$ cat src/rtl/stack_unit.sv
module stack_unit #(
  parameter logic [15:0] SP_INIT = 16'h0000
) (
  input  logic        clk,
  input  logic        rst_n,
  input  logic        start,
  input  logic [3:0]  op,
  input  logic [1:0]  rp_sel,
  input  logic [15:0] imm,
  input  logic [15:0] bc_in,
  input  logic [15:0] de_in,
  input  logic [15:0] hl_in,
  input  logic [15:0] psw_in,
  input  logic [7:0]  mem_rdata,
  output logic [15:0] mem_addr,
  output logic [7:0]  mem_wdata,
  output logic        mem_we,
  output logic [15:0] sp,
  output logic        done,
  output logic        wb_en,
  output logic [1:0]  wb_sel,
  output logic [15:0] wb_data,
  output logic        cy_we,
  output logic        cy_out
);
  localparam logic [3:0] OP_NOP  = 4'd0;
  localparam logic [3:0] OP_PUSH = 4'd1;
  localparam logic [3:0] OP_POP  = 4'd2;
  localparam logic [3:0] OP_LDSP = 4'd3;
  localparam logic [3:0] OP_COPY = 4'd4;
  localparam logic [3:0] OP_XCHG = 4'd5;
  localparam logic [3:0] OP_INC  = 4'd6;
  localparam logic [3:0] OP_DEC  = 4'd7;
  localparam logic [3:0] OP_ADD  = 4'd8;
  localparam logic [1:0] SEL_HL  = 2'b10;
  localparam logic [1:0] SEL_X   = 2'b11;

  typedef enum logic [2:0] {S_IDLE, S_B0, S_B1, S_B2, S_B3, S_FIN} state_t;

  state_t      st;
  logic [3:0]  op_q;
  logic [1:0]  sel_q;
  logic [15:0] dat_q;
  logic [15:0] rd_q;
  logic        cy_q;
  logic [15:0] pair_val;
  logic        idle;

  assign idle = (st == S_IDLE);
  assign pair_val = (rp_sel == 2'b00) ? bc_in :
                    (rp_sel == 2'b01) ? de_in :
                    (rp_sel == 2'b10) ? hl_in : psw_in;

  always_ff @(posedge clk or negedge rst_n) begin
    if (!rst_n) begin
      st    <= S_IDLE;
      sp    <= SP_INIT;
      op_q  <= OP_NOP;
      sel_q <= 2'b00;
      dat_q <= 16'h0000;
      rd_q  <= 16'h0000;
      cy_q  <= 1'b0;
    end else begin
      case (st)
        S_IDLE: if (start) begin
          op_q  <= op;
          sel_q <= rp_sel;
          st    <= S_FIN;
          case (op)
            OP_PUSH: begin dat_q <= pair_val; st <= S_B0; end
            OP_POP:  st <= S_B0;
            OP_XCHG: begin dat_q <= hl_in; st <= S_B0; end
            OP_LDSP: begin
              dat_q <= imm;
              if (rp_sel == SEL_X) sp <= imm;
            end
            OP_COPY: sp <= hl_in;
            OP_INC:  sp <= sp + 16'd1;
            OP_DEC:  sp <= sp - 16'd1;
            OP_ADD:  {cy_q, dat_q} <= {1'b0, hl_in} + {1'b0, sp};
            default: ;
          endcase
        end
        S_B0: begin
          if (op_q != OP_PUSH) rd_q[7:0] <= mem_rdata;
          st <= S_B1;
        end
        S_B1: begin
          if (op_q == OP_PUSH) begin
            sp <= sp - 16'd2;
            st <= S_FIN;
          end else begin
            rd_q[15:8] <= mem_rdata;
            if (op_q == OP_POP) begin
              sp <= sp + 16'd2;
              st <= S_FIN;
            end else begin
              st <= S_B2;
            end
          end
        end
        S_B2:    st <= S_B3;
        S_B3:    st <= S_FIN;
        default: st <= S_IDLE;
      endcase
    end
  end

  always_comb begin
    mem_addr  = sp;
    mem_wdata = 8'h00;
    mem_we    = 1'b0;
    case (st)
      S_B0: if (op_q == OP_PUSH) begin
        mem_addr  = sp - 16'd1;
        mem_wdata = dat_q[15:8];
        mem_we    = 1'b1;
      end
      S_B1: if (op_q == OP_PUSH) begin
        mem_addr  = sp - 16'd2;
        mem_wdata = dat_q[7:0];
        mem_we    = 1'b1;
      end else begin
        mem_addr  = sp + 16'd1;
      end
      S_B2: begin
        mem_wdata = dat_q[7:0];
        mem_we    = 1'b1;
      end
      S_B3: begin
        mem_addr  = sp + 16'd1;
        mem_wdata = dat_q[15:8];
        mem_we    = 1'b1;
      end
      default: ;
    endcase
  end

  assign done    = (st == S_FIN);
  assign wb_en   = done && ((op_q == OP_POP) || (op_q == OP_XCHG) || (op_q == OP_ADD) ||
                            ((op_q == OP_LDSP) && (sel_q != SEL_X)));
  assign wb_sel  = ((op_q == OP_XCHG) || (op_q == OP_ADD)) ? SEL_HL : sel_q;
  assign wb_data = ((op_q == OP_POP) || (op_q == OP_XCHG)) ? rd_q : dat_q;
  assign cy_we   = done && (op_q == OP_ADD);
  assign cy_out  = cy_q;

  a_r10_done_pulse: assert property (@(posedge clk) disable iff (!rst_n)
    done |=> !done);
  a_r10_busy_ignore: assert property (@(posedge clk) disable iff (!rst_n)
    (start && !idle) |=> $stable(op_q));
  a_r7_inc_step: assert property (@(posedge clk) disable iff (!rst_n)
    (start && idle && op == OP_INC) |=> sp == $past(sp) + 16'd1);
  a_r7_dec_step: assert property (@(posedge clk) disable iff (!rst_n)
    (start && idle && op == OP_DEC) |=> sp == $past(sp) - 16'd1);
  a_r5_copy_hl: assert property (@(posedge clk) disable iff (!rst_n)
    (start && idle && op == OP_COPY) |=> sp == $past(hl_in));
  a_r6_sp_hold: assert property (@(posedge clk) disable iff (!rst_n)
    (!idle && op_q == OP_XCHG) |=> $stable(sp));
  a_r9_nop_quiet: assert property (@(posedge clk) disable iff (!rst_n)
    (!idle && op_q == OP_NOP) |-> (!mem_we && !wb_en && !cy_we));
  a_r2_write_busy: assert property (@(posedge clk) disable iff (!rst_n)
    mem_we |-> !idle && !done);
endmodule

$ cat config.mk
export PLATFORM = sky130hd
export DESIGN_NAME = stack_unit
export DESIGN_NICKNAME = d
export VERILOG_FILES = /design/src/rtl/stack_unit.sv
export SDC_FILE = /design/constraint.sdc
export NUM_CORES = 1
export LEC_CHECK = 0
export ABC_AREA = 1
export CORE_UTILIZATION = 35
export CTS_CLUSTER_SIZE = 25
export DETAILED_ROUTE_END_ITERATION = 6
export PLACE_DENSITY = 0.69
export SLEW_MARGIN = 25
export SYNTH_ARGS = -nofsm -noshare
export SYNTH_HDL_FRONTEND = slang
export SYNTH_SLANG_ARGS = --single-unit
$ cat constraint.sdc
create_clock -name clk -period 4.2 [get_ports clk]
set_input_delay 0.84 -clock clk [delete_from_list [all_inputs] [get_ports clk]]
set_output_delay 0.84 -clock clk [all_outputs]
set_load 0.1 [all_outputs]
# Word-level counts from Yosys, hierarchy flattened
# Index checks and enable logic that the tools add are counted.
# word_totals
register_bits	58
out_inout_bits	63
elab_cells	86
# op_classes
addsub	5
bitwise_logic	1
n_reduce_logical	20
muxes	25
n_eq_ne	27
# ops
operator	n
$mux 16	10
$pmux 16 s4	2
$pmux 16 s3	1
$pmux 16 s2	1
$pmux 8 s4	1
$eq 4x3->1 const B	5
$add 16x16->17	1
$add 16x1->16 const B	1
$add 16x2->16 const B	1
$eq 4x2->1 const B	4
$mux 8	2
$sub 16x1->16 const B	1
$sub 16x2->16 const B	1
$pmux 3 s5	1
$mux 3	4
$eq 4x1->1 const B	2
$eq 4x4->1 const B	2
$eq 3x2->1 const B	2
$eq 3x3->1 const B	2
$ne 3x3->1 const B	2
$reduce_and 2->1	3
$reduce_and 3->1	2
$ne 5x1->1 const B	1
$reduce_and 5->1	1
17 further kinds	25

# Logic depth before layout (Yosys ltp)
# depth
depth_word	5
depth_mapped	14

# Worst setup path after synthesis
# OpenSTA, ideal clock, no wires.
# synth_path
path_kind	register to output
startpoint	reg st[2]
endpoint	out cy_we
setup_slack_ps	-735
n_path_buf	0
path_stages_with_launch	5
arrival_time_ps	4095
cell_sequence	dfrtp_1 -> inv_2 -> nor3_1 -> inv_1 -> nor2_1
# synth_via
elab_chain_len	2
# synth_rtl
item	line	text
start, declared	40	state_t st;
start signal, assigned	56	st <= S_IDLE;
start signal, assigned	68	st <= S_FIN;
start signal, assigned	70	OP_PUSH: begin dat_q <= pair_val; st <= S_B0; end
$eq 3x3->1	139	assign done = (st == S_FIN);
net done	19	output logic done,
$logic_and 1x1->1	144	assign cy_we = done && (op_q == OP_ADD);
end, declared	23	output logic cy_we,
# The timed path passes the listed nets, and every way through them passes these cells.

# Worst setup path after layout
# layout_path
startpoint	reg op_q[2]
endpoint	out mem_addr[14]
# layout_via
elab_chain_len	3
# layout_rtl
item	line	text
start, declared	41	logic [3:0] op_q;
start signal, assigned	66	op_q <= op;
$eq 4x1->1 *	114, 119	
$mux 16, on equally long branches	119, 114	
$pmux 16 s3 *	113	case (st)
end, declared	15	output logic [15:0] mem_addr,
# Every way passes the cells marked *; elsewhere a longest branch is shown, timed or not.

==> results_dict.tcl <==
set metrics [dict create \
    outcome "completed" \
    clk_pin_slew_worst_paths_ps 60 \
    clock_tree.root_cell "clkbuf_16" \
    wl_per_cell_um 18.43 \
    io_pins 160 \
    grt.overflow.total 0 \
    fmax_ghz 0.2661 \
    grt_max_degree 36 \
    worstPathMaxFanout 17 \
    via_per_inst 5.343 \
    cpMaxStageDelayCell "nand2_2" \
    core_area_mm2 0.01953 \
    max_slew_margin_pct 31.55 \
    cp_num_buf_inv 3 \
    finalHoldViolations 0 \
    cp.arrival_ps 2920 \
    setup_violations 0 \
    fp-row-count 51 \
    clk_path_buf_depth 2 \
    htree_levels 3 \
    dieArea_mm2 0.02052 \
    hpwl_um 23480 \
    max_stage_delay_ps 440 \
    start_util_pct 35.76 \
    finalSetupTns_ps 0 \
    required_ps 3360 \
    async_flop_share_pct 100.0 \
    grt_pass1_vias 7928 \
    synth_area_mm2 0.006983 \
    diodes 0 \
    r2r_cells 10 \
    start_kind "register" \
    hold_path_depth 2 \
    route.detailed.drc 0 \
    synth.yosys.warnings 0 \
    worst_pin_slew_ps 1024 \
    gp_congestion 0.9863 \
    clkLatencyLatePin_ps 350 \
    drive_gt1_share_pct 8.910 \
    die_w_um 143.3 \
    num_vias 8671 \
    synthCells 1216 \
    cts_setup_buffers 0 \
    drv_cap 0 \
    firstDrtPassIters 6 \
    finClkSkew_ps 13.01 \
    end_kind "output pin" \
    min_path_type "reg2reg" \
    ys_types 43 \
    grt_pass1_wl_um 45280 \
    drtIter0Drc 968 \
    cts_tree "yes" \
    avgSynthCellArea_um2 5.743 \
    grt_usage_pct 29.36 \
    final_nets 1472 \
    rsz0062_at_grt "false" \
    portBuffers 159 \
    antenna_found_initial 0 \
    worst-setup-path-type "reg2out" \
    cts.sinks 58 \
    fin_crit_ps 3758 \
    cp_num_cells 9 \
    path_cells "nor2_1, nand2_1, nand2_2, nand2_2, inv_1, o21ai_0, inv_1, o2111ai_1, buf_4" \
    ant_nets 0 \
    fin_crit_sh_pct 89.48 \
    ys.flop_type "dfrtp_1" \
    drv_slew 0 \
    area_growth_pct 28.88 \
    cts_hold_buf 0 \
    numCtsBuffers 9 \
    path_delay_family "simple AND/OR/NAND/NOR gates" \
    wl_um 29920 \
    nFillCells 2106 \
    die_h_um 143.3 \
    synth_edf_count 0 \
    synth_seq_cells 58 \
    synthesis.nets 1335 \
    ys_seq_area_share_pct 20.78 \
    cts_resized 0 \
]
==> cells in the final DEF (no fill, tap or decap), types with 10 or more instances in the layout <==
master / netlist / final
nand2_1: 371 / 371
inv_1: 165 / 165
nor2_1: 117 / 117
clkdlybuf4s50_1: 0 / 116
nand3_1: 113 / 113
o21ai_0: 94 / 90
dfrtp_1: 58 / 58
a21oi_1: 56 / 56
buf_4: 8 / 54
ha_1: 21 / 21
xor2_1: 20 / 20
nand4_1: 18 / 18
o22ai_1: 15 / 15
inv_2: 12 / 12
nor2_2: 12 / 12
o21ai_1: 8 / 12
nand2_2: 10 / 10
==> routing by layer <==
layer  wire length, µm  up-vias  part of all wire (%)  GRT usage [%]
met1             12450     3893                    42          38.64
met4              1079        0                   3.6          11.81
met3              3132       61                    10          5.701
li1                  -     4203                     -              -
met5                 0        -                     0              0
met2             13260      514                    44          46.96
==> worst register-to-register path: cells and delay by family (launching register included) <==
kind          cells  cell delay [ps]
flops             1              420
simple gates      7             1260
buf+inv           3              660
==> cell usage after synthesis (12+ instances only) <==
library cell / count / share of area (%)
inv_1: 165 / 8.9
nand2_1: 371 / 20
nor2_2: 12 / 1.1
nand3_1: 113 / 8.1
dfrtp_1: 58 / 21
o22ai_1: 15 / 1.3
o21ai_0: 94 / 6.7
nand4_1: 18 / 1.6
buf_2: 21 / 1.5
nor2_1: 117 / 6.3
xor2_1: 20 / 2.5
ha_1: 21 / 3.8
a21oi_1: 56 / 4.0
inv_2: 12 / 0.64
==> final timing paths <==
| path | start | end | slack (ps) |
|---|---|---|---|
| min reg2reg | rd_q[2] | rd_q[2] | 480 |
| max reg2reg | st[2] | dat_q[7] | 1780 |
| min in group asynchronous | rst_n | dat_q[13] | 550 |
| max in group asynchronous | rst_n | op_q[0] | 2700 |
| max | op_q[2] | mem_addr[14] | 440 |
| min | rd_q[2] | rd_q[2] | 480 |
==> stage by stage <==
stage,cells,worst slack (ps),area [µm²],util [%],hold WS (ps)
after CTS,1623,498.8,9000,46.09,487.3
after global placement,1607,914.0,8650,44.30,469.0
after global routing,1623,259.5,9000,46.09,508.3
after detailed placement,1607,875.4,8650,44.30,473.3
after floorplan,1216,44.27,6994,-,448.8
final,1623,441.8,9000,46.09,483.7
==> state kept, by name, summed over array words and instances, names as in the netlist <==
name and cells:
sp 16, rd_q 16, st 3, dat_q 16, sel_q 2, op_q 4
cy_out 1
==> layout make-up <==
| type | instances | area (µm²) | area share [%] |
|---|---|---|---|
| flip-flops and latches | 58 | 1451 | 16.13 |
| multi-input cells | 934 | 4623 | 51.37 |
| clock inverters | 7 | 125.1 | 1.390 |
| repair buffers | 171 | 1572 | 17.46 |
| inverters | 179 | 671.9 | 7.466 |
| well taps | 265 | 331.6 | 3.684 |
| clock buffers | 9 | 225.2 | 2.502 |
==> cells by family (layout without fill, tap and decap cells) <==
kind of cell             after synthesis  after routing  synth area share [%]
buffers and inverters                224            366                 13.17
XOR/XNOR                              23             23                 2.885
AO/OA/AOI/OAI                        214            214                 17.33
AND/OR/NAND/NOR                      675            675                 41.78
adder cells (fa/ha/maj)               22             22                 4.049
flip-flops                            58             58                 20.78
Power is left out: the tool's default activity adds up to more than one toggle a clock period on the data nets, which glitch-free logic cannot reach.
